**src/rtl/dsr_pkg.sv**
```systemverilog
package dsr_pkg;
  localparam int unsigned WLEN_MIN = 2;
  localparam int unsigned NLANES   = 2;

  typedef enum logic [1:0] {
    SIG_FS  = 2'd0,
    SIG_PRI = 2'd1,
    SIG_SEC = 2'd2
  } sig_idx_e;

  function automatic logic [4:0] clamp_wlen(input logic [4:0] f);
    return (f < 5'(WLEN_MIN)) ? 5'(WLEN_MIN) : f;
  endfunction
endpackage

```
**src/rtl/dsr_bitclk.sv**
```systemverilog
module dsr_bitclk #(
  parameter int unsigned DIV_W       = 8,
  parameter int unsigned SYNC_STAGES = 2,
  parameter int unsigned NSIG        = 3
) (
  input  logic             clk_i,
  input  logic             rst_ni,
  input  logic             int_clk_i,
  input  logic [DIV_W-1:0] div_i,
  input  logic             sclk_i,
  input  logic [NSIG-1:0]  sig_i,
  output logic             sclk_o,
  output logic             smp_o,
  output logic [NSIG-1:0]  sig_o
);
  localparam int unsigned LAST = SYNC_STAGES - 1;

  logic [DIV_W-1:0] div_cnt;
  logic             sclk_q;
  logic [NSIG:0]    stg [SYNC_STAGES];
  logic             clk_prev;
  logic [NSIG:0]    raw;

  always_ff @(posedge clk_i or negedge rst_ni) begin
    if (!rst_ni) begin
      div_cnt <= '0;
      sclk_q  <= 1'b0;
    end else if (!int_clk_i) begin
      div_cnt <= '0;
      sclk_q  <= 1'b0;
    end else if (div_cnt == div_i) begin
      div_cnt <= '0;
      sclk_q  <= ~sclk_q;
    end else begin
      div_cnt <= div_cnt + 1'b1;
    end
  end

  assign sclk_o = sclk_q;
  // clock rides the same synchronizer as the data so both keep alignment
  assign raw    = {sig_i, int_clk_i ? sclk_q : sclk_i};

  always_ff @(posedge clk_i or negedge rst_ni) begin
    if (!rst_ni) begin
      for (int s = 0; s < SYNC_STAGES; s++) stg[s] <= '0;
      clk_prev <= 1'b0;
    end else begin
      stg[0] <= raw;
      for (int s = 1; s < SYNC_STAGES; s++) stg[s] <= stg[s-1];
      clk_prev <= stg[LAST][0];
    end
  end

  assign smp_o = clk_prev & ~stg[LAST][0];
  assign sig_o = stg[LAST][NSIG:1];
endmodule

```
**src/rtl/dsr_lane.sv**
```systemverilog
module dsr_lane #(
  parameter int unsigned MAX_W = 32
) (
  input  logic             clk_i,
  input  logic             rst_ni,
  input  logic             shift_i,
  input  logic             start_i,
  input  logic             done_i,
  input  logic             bit_i,
  output logic [MAX_W-1:0] hold_o
);
  logic [MAX_W-1:0] sreg, sreg_nxt;

  always_comb begin
    if (start_i) sreg_nxt = {{(MAX_W-1){1'b0}}, bit_i};
    else         sreg_nxt = {sreg[MAX_W-2:0], bit_i};
  end

  always_ff @(posedge clk_i or negedge rst_ni) begin
    if (!rst_ni) begin
      sreg   <= '0;
      hold_o <= '0;
    end else begin
      if (shift_i) sreg <= sreg_nxt;
      if (done_i)  hold_o <= sreg_nxt;
    end
  end
endmodule

```
**src/rtl/dsr_fifo.sv**
```systemverilog
module dsr_fifo #(
  parameter int unsigned MAX_W        = 32,
  parameter int unsigned NARROW_W     = 16,
  parameter int unsigned NARROW_DEPTH = 8
) (
  input  logic             clk_i,
  input  logic             rst_ni,
  input  logic             wide_i,
  input  logic             flush_i,
  input  logic             push_i,
  input  logic [MAX_W-1:0] wdata_i,
  input  logic             pop_i,
  output logic [MAX_W-1:0] rdata_o,
  output logic             empty_o,
  output logic             full_o,
  output logic             drop_o
);
  localparam int unsigned RATIO      = MAX_W / NARROW_W;
  localparam int unsigned WIDE_DEPTH = NARROW_DEPTH / RATIO;
  localparam int unsigned PTR_W      = $clog2(NARROW_DEPTH);
  localparam int unsigned CNT_W      = $clog2(NARROW_DEPTH + 1);

  logic [NARROW_W-1:0] mem [NARROW_DEPTH];
  logic [PTR_W-1:0]    wr_ptr, rd_ptr;
  logic [CNT_W-1:0]    count, depth;
  logic                push_ok, pop_ok;

  assign depth   = wide_i ? CNT_W'(WIDE_DEPTH) : CNT_W'(NARROW_DEPTH);
  assign full_o  = (count == depth);
  assign empty_o = (count == '0);
  assign push_ok = push_i & ~full_o & ~flush_i;
  assign pop_ok  = pop_i & ~empty_o & ~flush_i;
  assign drop_o  = push_i & full_o & ~flush_i;

  function automatic logic [PTR_W-1:0] ptr_inc(input logic [PTR_W-1:0] p,
                                               input logic [CNT_W-1:0] d);
    return (CNT_W'(p) == d - 1'b1) ? '0 : p + 1'b1;
  endfunction

  always_ff @(posedge clk_i or negedge rst_ni) begin
    if (!rst_ni) begin
      wr_ptr <= '0;
      rd_ptr <= '0;
      count  <= '0;
    end else if (flush_i) begin
      wr_ptr <= '0;
      rd_ptr <= '0;
      count  <= '0;
    end else begin
      if (push_ok) wr_ptr <= ptr_inc(wr_ptr, depth);
      if (pop_ok)  rd_ptr <= ptr_inc(rd_ptr, depth);
      if (push_ok && !pop_ok)      count <= count + 1'b1;
      else if (pop_ok && !push_ok) count <= count - 1'b1;
    end
  end

  always_ff @(posedge clk_i) begin
    if (push_ok) begin
      if (wide_i) begin
        for (int k = 0; k < RATIO; k++)
          mem[PTR_W'(int'(wr_ptr) * RATIO + k)] <= wdata_i[k*NARROW_W +: NARROW_W];
      end else begin
        mem[wr_ptr] <= wdata_i[NARROW_W-1:0];
      end
    end
  end

  always_comb begin
    rdata_o = '0;
    if (wide_i) begin
      for (int k = 0; k < RATIO; k++)
        rdata_o[k*NARROW_W +: NARROW_W] = mem[PTR_W'(int'(rd_ptr) * RATIO + k)];
    end else begin
      rdata_o[NARROW_W-1:0] = mem[rd_ptr];
    end
  end
endmodule

```
**src/rtl/dual_serial_rx.sv**
```systemverilog
module dual_serial_rx #(
  parameter int unsigned MAX_W        = 32,
  parameter int unsigned NARROW_W     = 16,
  parameter int unsigned NARROW_DEPTH = 8,
  parameter int unsigned DIV_W        = 8,
  parameter int unsigned SYNC_STAGES  = 2
) (
  input  logic                       clk_i,
  input  logic                       rst_ni,
  input  logic [$clog2(MAX_W)-1:0]   cfg_wlen_i,
  input  logic                       cfg_int_clk_i,
  input  logic [DIV_W-1:0]           cfg_clkdiv_i,
  input  logic                       cfg_int_fs_i,
  input  logic                       cfg_sec_en_i,
  input  logic                       sclk_i,
  output logic                       sclk_o,
  output logic                       sclk_oe_o,
  input  logic                       fs_i,
  output logic                       fs_o,
  output logic                       fs_oe_o,
  input  logic                       dpri_i,
  input  logic                       dsec_i,
  input  logic                       rd_i,
  output logic [MAX_W-1:0]           rx_data_o,
  output logic                       empty_o,
  output logic                       full_o,
  output logic                       ovf_o,
  input  logic                       ovf_clr_i
);
  import dsr_pkg::*;

  localparam int unsigned WLEN_W = $clog2(MAX_W);
  localparam int unsigned NSIG   = NLANES + 1;

  logic [NSIG-1:0]   sig_s;
  logic              smp;
  logic [WLEN_W-1:0] wlen_eff;
  logic              wide, wide_q, flush;
  logic              active;
  logic [WLEN_W-1:0] bit_cnt, fs_cnt;
  logic              fs_gen, fs_sel;
  logic              lane_shift, lane_start, lane_done;
  logic [MAX_W-1:0]  hold [NLANES];
  logic [NLANES-1:0] pend;
  logic              push;
  logic [MAX_W-1:0]  push_data;
  logic              fifo_drop;

  assign wlen_eff = WLEN_W'(clamp_wlen(5'(cfg_wlen_i)));
  assign wide     = (wlen_eff >= WLEN_W'(NARROW_W));

  dsr_bitclk #(
    .DIV_W      (DIV_W),
    .SYNC_STAGES(SYNC_STAGES),
    .NSIG       (NSIG)
  ) u_bitclk (
    .clk_i    (clk_i),
    .rst_ni   (rst_ni),
    .int_clk_i(cfg_int_clk_i),
    .div_i    (cfg_clkdiv_i),
    .sclk_i   (sclk_i),
    .sig_i    ({dsec_i, dpri_i, fs_i}),
    .sclk_o   (sclk_o),
    .smp_o    (smp),
    .sig_o    (sig_s)
  );

  assign sclk_oe_o = cfg_int_clk_i;

  // internal frame sync: high for the first bit of each word
  always_ff @(posedge clk_i or negedge rst_ni) begin
    if (!rst_ni)                  fs_cnt <= '0;
    else if (!cfg_int_fs_i)       fs_cnt <= '0;
    else if (smp)                 fs_cnt <= (fs_cnt == wlen_eff) ? '0 : fs_cnt + 1'b1;
  end

  assign fs_gen  = (fs_cnt == '0);
  assign fs_o    = cfg_int_fs_i & fs_gen;
  assign fs_oe_o = cfg_int_fs_i;
  assign fs_sel  = cfg_int_fs_i ? fs_gen : sig_s[SIG_FS];

  // framer
  assign lane_start = ~active;
  assign lane_shift = smp & (active | fs_sel);
  assign lane_done  = smp & active & (bit_cnt == wlen_eff);

  always_ff @(posedge clk_i or negedge rst_ni) begin
    if (!rst_ni) begin
      active  <= 1'b0;
      bit_cnt <= '0;
    end else if (smp) begin
      if (!active) begin
        if (fs_sel) begin
          active  <= 1'b1;
          bit_cnt <= WLEN_W'(1);
        end
      end else if (bit_cnt == wlen_eff) begin
        active  <= 1'b0;
        bit_cnt <= '0;
      end else begin
        bit_cnt <= bit_cnt + 1'b1;
      end
    end
  end

  for (genvar g = 0; g < NLANES; g++) begin : g_lane
    dsr_lane #(.MAX_W(MAX_W)) u_lane (
      .clk_i  (clk_i),
      .rst_ni (rst_ni),
      .shift_i(lane_shift),
      .start_i(lane_start),
      .done_i (lane_done),
      .bit_i  (sig_s[g+1]),
      .hold_o (hold[g])
    );
  end

  // push sequencer: primary first, then secondary
  always_ff @(posedge clk_i or negedge rst_ni) begin
    if (!rst_ni) begin
      pend <= '0;
    end else if (lane_done) begin
      pend <= {cfg_sec_en_i, 1'b1};
    end else if (pend[0]) begin
      pend[0] <= 1'b0;
    end else if (pend[1]) begin
      pend[1] <= 1'b0;
    end
  end

  assign push      = |pend;
  assign push_data = pend[0] ? hold[0] : hold[1];

  always_ff @(posedge clk_i or negedge rst_ni) begin
    if (!rst_ni) wide_q <= 1'b0;
    else         wide_q <= wide;
  end

  assign flush = (wide != wide_q);

  dsr_fifo #(
    .MAX_W       (MAX_W),
    .NARROW_W    (NARROW_W),
    .NARROW_DEPTH(NARROW_DEPTH)
  ) u_fifo (
    .clk_i  (clk_i),
    .rst_ni (rst_ni),
    .wide_i (wide),
    .flush_i(flush),
    .push_i (push),
    .wdata_i(push_data),
    .pop_i  (rd_i),
    .rdata_o(rx_data_o),
    .empty_o(empty_o),
    .full_o (full_o),
    .drop_o (fifo_drop)
  );

  always_ff @(posedge clk_i or negedge rst_ni) begin
    if (!rst_ni)        ovf_o <= 1'b0;
    else if (fifo_drop) ovf_o <= 1'b1;
    else if (ovf_clr_i) ovf_o <= 1'b0;
  end
endmodule

```
**config.mk**
```make
export PLATFORM = sky130hd
export DESIGN_NAME = dual_serial_rx
export DESIGN_NICKNAME = d
export VERILOG_FILES = /design/src/rtl/dsr_pkg.sv /design/src/rtl/dsr_bitclk.sv /design/src/rtl/dsr_lane.sv /design/src/rtl/dsr_fifo.sv /design/src/rtl/dual_serial_rx.sv
export SDC_FILE = /design/constraint.sdc
export NUM_CORES = 1
export LEC_CHECK = 0
export BUFFER_PORTS_ARGS = -buffer_cell sky130_fd_sc_hd__buf_2
export CAP_MARGIN = 30
export CORE_AREA = 2 2 185 187
export CTS_BUF_LIST = sky130_fd_sc_hd__clkbuf_4
export DETAILED_ROUTE_END_ITERATION = 8
export DIE_AREA = 0 0 187 189
export GPL_ROUTABILITY_DRIVEN = 0
export PLACE_DENSITY_LB_ADDON = 0.3
export SLEW_MARGIN = 40
export SYNTH_ARGS = -nofsm -noshare
export SYNTH_HDL_FRONTEND = slang
export SYNTH_SLANG_ARGS = --single-unit
```
**constraint.sdc**
```tcl
create_clock -name clk_i -period 4.4 [get_ports clk_i]
set_clock_uncertainty 0.2 [all_clocks]
set_input_delay 0.22 -clock clk_i [delete_from_list [all_inputs] [get_ports clk_i]]
set_output_delay 0.22 -clock clk_i [all_outputs]
set_load 0.05 [all_outputs]
```
## Yosys cells after proc, flatten, opt, wreduce, memory -nomap -nowiden

Memories as Yosys holds them, arrays and structs flattened.
Index checks and enable logic that the tools add are counted.

- Input port bits: 24
- RAM bits: 128
- Memories: 1
- Register bits: 169

- Add/subtract/negate cells: 10
- $lt $le $gt $ge: 2
- Eq/ne operators: 10
- Reduce and logical (&&, ||, !) cells: 14
- Bitwise gates (word level): 17
- Multiplexer cells: 44

Memories:

| name | words | width | read ports | clocked after memory_dff | write ports | line | RTL |
|---|---|---|---|---|---|---|---|
| u_fifo.mem | 8 | 16 | 3 | 0 | 2 | dsr_fifo.sv:23 | `logic [NARROW_W-1:0] mem [NARROW_DEPTH];` |

Operators with widths:

| cell | number |
|---|---|
| $mux W32 | 3 |
| $mux W16 | 3 |
| $mux W5 | 7 |
| $mux W3 | 7 |
| $mux W1 | 17 |
| $mux W4 | 4 |
| $mux W8 | 2 |
| $reduce_or A16 Y1 | 1 |
| $add A3 B1 Y3 const B | 4 |
| $and A1 B1 Y1 | 11 |
| $add A5 B1 Y5 const B | 2 |
| $eq A5 B5 Y1 | 2 |
| $add A8 B1 Y8 const B | 1 |
| $eq A3 B4 Y1 | 2 |
| $eq A8 B8 Y1 | 1 |
| $reduce_bool A2 Y1 | 4 |
| $sub A4 B1 Y4 const B | 2 |
| $ne A2 B1 Y1 const B | 3 |
| $ge A5 B5 Y1 const B | 1 |
| $logic_not A5 Y1 | 1 |
| $lt A5 B2 Y1 const B | 1 |
| $not A1 Y1 | 5 |
| $add A4 B1 Y4 const B | 1 |
| $eq A4 B4 Y1 | 1 |
| other kinds (9) | 11 |

## Depth between registers and ports, before layout

- Word-level depth: 13
- Mapped depth: 11
- Mapped depth without buffers: 11

## Modules after synthesis

From an unflattened synthesis, not the netlist that was laid out.

- Cells, all modules: 1000
- Area, all modules: 15215.8 µm²

Modules (own cells, without submodules):

| module | seq. area each (µm²) | cells an instance | instances | area an instance (µm²) |
|---|---|---|---|---|
| dsr_fifo | 4093.9 | 473 | 1 | 7754.9 |
| dsr_lane | 1576.5 | 168 | 2 | 2700.1 |
| dual_serial_rx | 375.4 | 131 | 1 | 1315.0 |
| dsr_bitclk | 450.4 | 60 | 1 | 745.7 |

## Worst setup path before layout

OpenSTA, ideal clock, no wires.

- Path type: register to register
- Start: reg u_fifo.count[1]
- End: reg u_fifo.count[3]
- Data arrival time: 3.487 ns
- Cell stages (with the launch flop): 10
- Clock period less this slack: 3.824 ns
- Required time: 4.063 ns
- Path buffers: 0
- Path slack: 0.576 ns
- Setup time: 0.137 ns
- Cells stage by stage: dfrtp_1 > nor4_1 > nand2b_1 > nand3_1 > ha_1 > a21o_1 > a21oi_1 > or4_1 > o2111ai_1 > o31ai_1

- Cells in the longest elaborated chain, start to end: 8

Ends and longest elaborated chain:

| what | line | RTL |
|---|---|---|
| start: declaration | dsr_fifo.sv:25 | `logic [CNT_W-1:0] count, depth;` |
| start signal: assignment | dsr_fifo.sv:52 | `if (push_ok && !pop_ok) count <= count + 1'b1;` |
| start signal: assignment | dsr_fifo.sv:53 | `else if (pop_ok && !push_ok) count <= count - 1'b1;` |
| $logic_not A4 Y1 * | dsr_fifo.sv:30 | `assign empty_o = (count == '0);` |
| net empty_o | dual_serial_rx.sv:25 | `output logic empty_o,` |
| $not A1 Y1 * | dsr_fifo.sv:32 | `assign pop_ok = pop_i & ~empty_o & ~flush_i;` |
| $and A1 B1 Y1 * (2 in a row) | dsr_fifo.sv:32 |  |
| $logic_not A1 Y1 | dsr_fifo.sv:52 |  |
| $logic_and A1 B1 Y1 | dsr_fifo.sv:52 |  |
| $mux W4 | dsr_fifo.sv:52 |  |
| $mux W4 | dsr_fifo.sv:45 | `end else if (flush_i) begin` |

Mark *: on every way through the listed nets, which the timed path passes. The rest lies on a longest branch. The select of a mux whose other input is x is not followed.
A chain may end at the register's enable or synchronous reset.

## Worst setup path in the final report

- Start: reg u_fifo.rd_ptr[1]
- End: out rx_data_o[13]

- Cells in the longest elaborated chain, start to end: 2

Ends and longest elaborated chain:

| what | line | RTL |
|---|---|---|
| start: declaration | dsr_fifo.sv:24 | `logic [PTR_W-1:0] wr_ptr, rd_ptr;` |
| start signal: assignment | dsr_fifo.sv:51 | `if (pop_ok) rd_ptr <= ptr_inc(rd_ptr, depth);` |
| $mem_v2 Z8 W16 | -- |  |
| $mux W16 | dsr_fifo.sv:70 | `if (wide_i) begin` |
| end: declaration | dual_serial_rx.sv:24 | `output logic [MAX_W-1:0] rx_data_o,` |

No other way between the ends.

==> impl_metrics.py <==
metrics = {
    "job": {
        "cap_violations": 0,
    },
    "place": {
        "placedInstanceArea_um2": 15000,
        "dp_hpwl_mm": 18.7,
        "io_buffers": 62,
    },
    "critical_path": {
        "critPathArrivalTime_ns": 2.86,
        "ff2ff_setup_slack_ns": 1.31,
        "cp-start-kind": "register",
        "crit_type": "reg2out",
        "required_ns": 3.98,
        "end_kind": "output pin",
        "cp_max_fo": 36,
    },
    "status": {
        "status": "completed",
    },
    "global_routing": {
        "grt_first_pass_wirelength_mm": 50.1,
        "overflow": 0,
        "first_global_vias": 9338,
        "grtUsageTotal": 0.178,
        "grt_max_degree": 87,
        "antenna_found_initial": 1,
    },
    "timing": {
        "worst_pin_slew_ns": 0.774,
        "fin_crit_ns": 3.28,
        "max_freq_mhz": 304,
        "rsz0062_at_grt": "no",
        "timing.hold.ws_ns": 0.0348,
        "hold_viol": 0,
        "setup_viol": 0,
        "min_period_over_period": 0.746,
        "max_slew_margin": 0.469,
        "slew_viol_final": 0,
        "setup_tns_ns": 0,
    },
    "clocking": {
        "post_cts_buffers": 0,
        "cts_tree": "done",
        "htree_levels": 3,
        "ctsResizeCount": 0,
        "cts_buffers": 79,
        "cts_buffer_depth": 3,
        "cts_root_buffer": "clkbuf_4",
        "clock_latency_ns": 0.69,
        "cts.clk_slew.worst_paths_ns": 0.06,
        "clkSinkCount": 297,
    },
    "worst_hold_path": {
        "hp-class": "in2reg",
    },
    "floorplan": {
        "die_h_um": 189,
        "ioPinCount": 63,
        "die_width_um": 187,
        "die_area_um2": 35300,
        "core.rowCount": 67,
        "start_util": 0.425,
        "coreArea_um2": 33300,
    },
    "detailed_routing": {
        "drcViolationCount": 0,
        "ant_nets": 0,
        "wl_per_cell_um": 18.4,
        "first_pass_iters": 5,
        "vias": 8731,
        "first_iter_violations": 569,
        "vias_per_cell": 5.33,
        "wl_mm": 30.1,
    },
    "pwr": {
        "power_frac_clock": 0.327,
        "vdd_drop_max_mv": 0.198,
        "leakagePower_nw": 7.39,
        "switching_power_mw": 2.28,
        "p_sw_frac": 0.306,
        "p_int_mw": 5.17,
        "p_seq_frac": 0.447,
        "power.density_nw_per_um2": 458,
        "comb_power_share": 0.226,
    },
    "synth": {
        "postSynthAreaPerCell_um2": 14.1,
        "syn_inst": 1007,
        "ys_seq_area_frac": 0.570,
        "synth_top_family_by_area": "multiplexers",
        "synth_fa_ha_area_frac": 0.0111,
        "synthArstFlopShare": 0.569,
        "synth_edf_count": 128,
        "synth_seq_cells": 297,
        "synth_top_area_share": 0.299,
        "synth_top_cell_by_area": "dfrtp_1",
        "ys_types": 52,
        "syn-num-nets": 1043,
        "ys.flop_type": "dfrtp_1",
        "yosys_warnings": 0,
        "synthTopCellsByCount": "dfrtp_1, edfxtp_1, nand2_1, mux2i_1, mux4_2",
        "synth_mux_area_frac": 0.237,
        "synth-compound-area-share": 0.0506,
        "synth_area_um2": 14200,
        "yosys-top-cells-area": "dfrtp_1, edfxtp_1, mux4_2",
        "synthXorXnorAreaFrac": 0.0186,
        "synth_simple_gate_area_frac": 0.0825,
        "synth.most_common_cell": "dfrtp_1",
    },
    "layout": {
        "nets": 1169,
        "final_area_um2": 16300,
        "multi_input_area_um2": 5700,
        "ff_latch_area_um2": 8080,
        "fin_util": 0.489,
        "syn2layout_area_growth_pct": 14.8,
        "drive_gt1_frac": 0.305,
        "fillers": 2929,
    },
}
-- cell families (layout without fill, tap and decap cells) --
| group | count (synthesis) | in the layout |
|---|---|---|
| multiplexers | 231 | 231 |
| adder cells (fa/ha/maj) | 12 | 12 |
| AO/OA/AOI/OAI | 93 | 93 |
| buffers and inverters | 94 | 275 |
| flip-flops | 297 | 297 |
| AND/OR/NAND/NOR | 250 | 250 |
| XOR/XNOR | 30 | 30 |
| other | 0 | 1 |
-- layer usage --
| layer | track usage | vias up | part of all wire |
|---|---|---|---|
| li1 | - | 4050 | - |
| met1 | 0.232 | 4437 | 0.45 |
| met2 | 0.296 | 195 | 0.49 |
| met3 | 0.0367 | 49 | 0.049 |
| met4 | 0.0665 | 0 | 0.019 |
| met5 | 0 | - | 0 |
-- final cells by class --
| class | count | share of cell area |
|---|---|---|
| flip-flops and latches | 297 | 0.497 |
| diodes | 1 | 0.000154 |
| clock buffers | 119 | 0.0549 |
| inverters | 29 | 0.00670 |
| clock inverters | 17 | 0.00739 |
| repair buffers | 110 | 0.0486 |
| multi-input cells | 616 | 0.351 |
| well taps | 448 | 0.0345 |
-- repair_timing --
action	in CTS	in global routing
setup endpoints to repair	0	0
hold buffers	23	0
endpoints found under the hold margin	180	0
-- cell usage in the layout, fill, tap and decap left out, drive strengths merged, types with 11 or more instances in the layout --
master,netlist,layout
nand3,52,52
mux4,64,64
ha,11,11
nand2,113,113
edfxtp,128,128
and2,21,21
dlygate4sd3,0,22
mux2,68,68
nor2,23,23
clkbuf,33,119
a22oi,15,15
xnor2,12,12
dfrtp,169,169
inv,29,33
mux2i,99,99
xor2,18,18
o21ai,14,14
a22o,34,34
buf,32,88
-- path summary, 6_finish.rpt --
check                      cells after the start                     endpoint             start
setup / recovery                               5                rx_data_o[13]  u_fifo.rd_ptr[1]
hold / removal                                 6                    fs_cnt[1]     cfg_wlen_i[1]
setup reg to reg                              11              u_fifo.count[3]   u_fifo.count[3]
hold reg to reg                                0            u_bitclk.sig_o[0]   u_bitclk.stg[5]
max in group asynchronous                      4  g_lane[0].u_lane.hold_o[24]            rst_ni
min in group asynchronous                      3              u_bitclk.stg[4]            rst_ni
-- worst max-delay path: stages (launching register included) --
cell	delay [ns]
dfrtp_4	0.75
buf_12	0.30
mux4_2	0.53
a22oi_1	0.20
nand2_1	0.12
buf_2	0.23
-- registers in the layout, indices dropped and copies added (netlist names), 2 cells and up --
| signal | count |
|---|---|
| u_bitclk.div_cnt | 8 |
| bit_cnt | 5 |
| u_fifo.mem | 128 |
| u_fifo.rd_ptr | 3 |
| u_fifo.wr_ptr | 3 |
| u_bitclk.sig_o | 3 |
| g_lane.u_lane.hold_o | 64 |
| g_lane.u_lane.sreg | 62 |
| u_fifo.count | 4 |
| pend | 2 |
| u_bitclk.stg | 5 |
| fs_cnt | 5 |
-- per-stage QoR --
step                      power, mW  worst slack [ns]  instances
after CTS                      7.56              1.02       1636
after global routing           7.87             0.896       1637
after global placement         5.01              1.36       1475
after floorplan                4.66             0.576       1007
final                          7.45              1.12       1637
after detailed placement       5.07              1.29       1477
-- power groups by stage --
stage | Combinational [mW] | Sequential [mW] | Clock [mW]
3_3_place_gp | 1.54 | 3.47 | 0
3_5_place_dp | 1.68 | 3.39 | 0
2_1_floorplan | 1.42 | 3.24 | 0
6_report | 1.68 | 3.33 | 2.43
5_1_grt | 1.82 | 3.37 | 2.67
4_1_cts | 1.70 | 3.34 | 2.53
No activity file was read; power rests on OpenSTA's default activity.
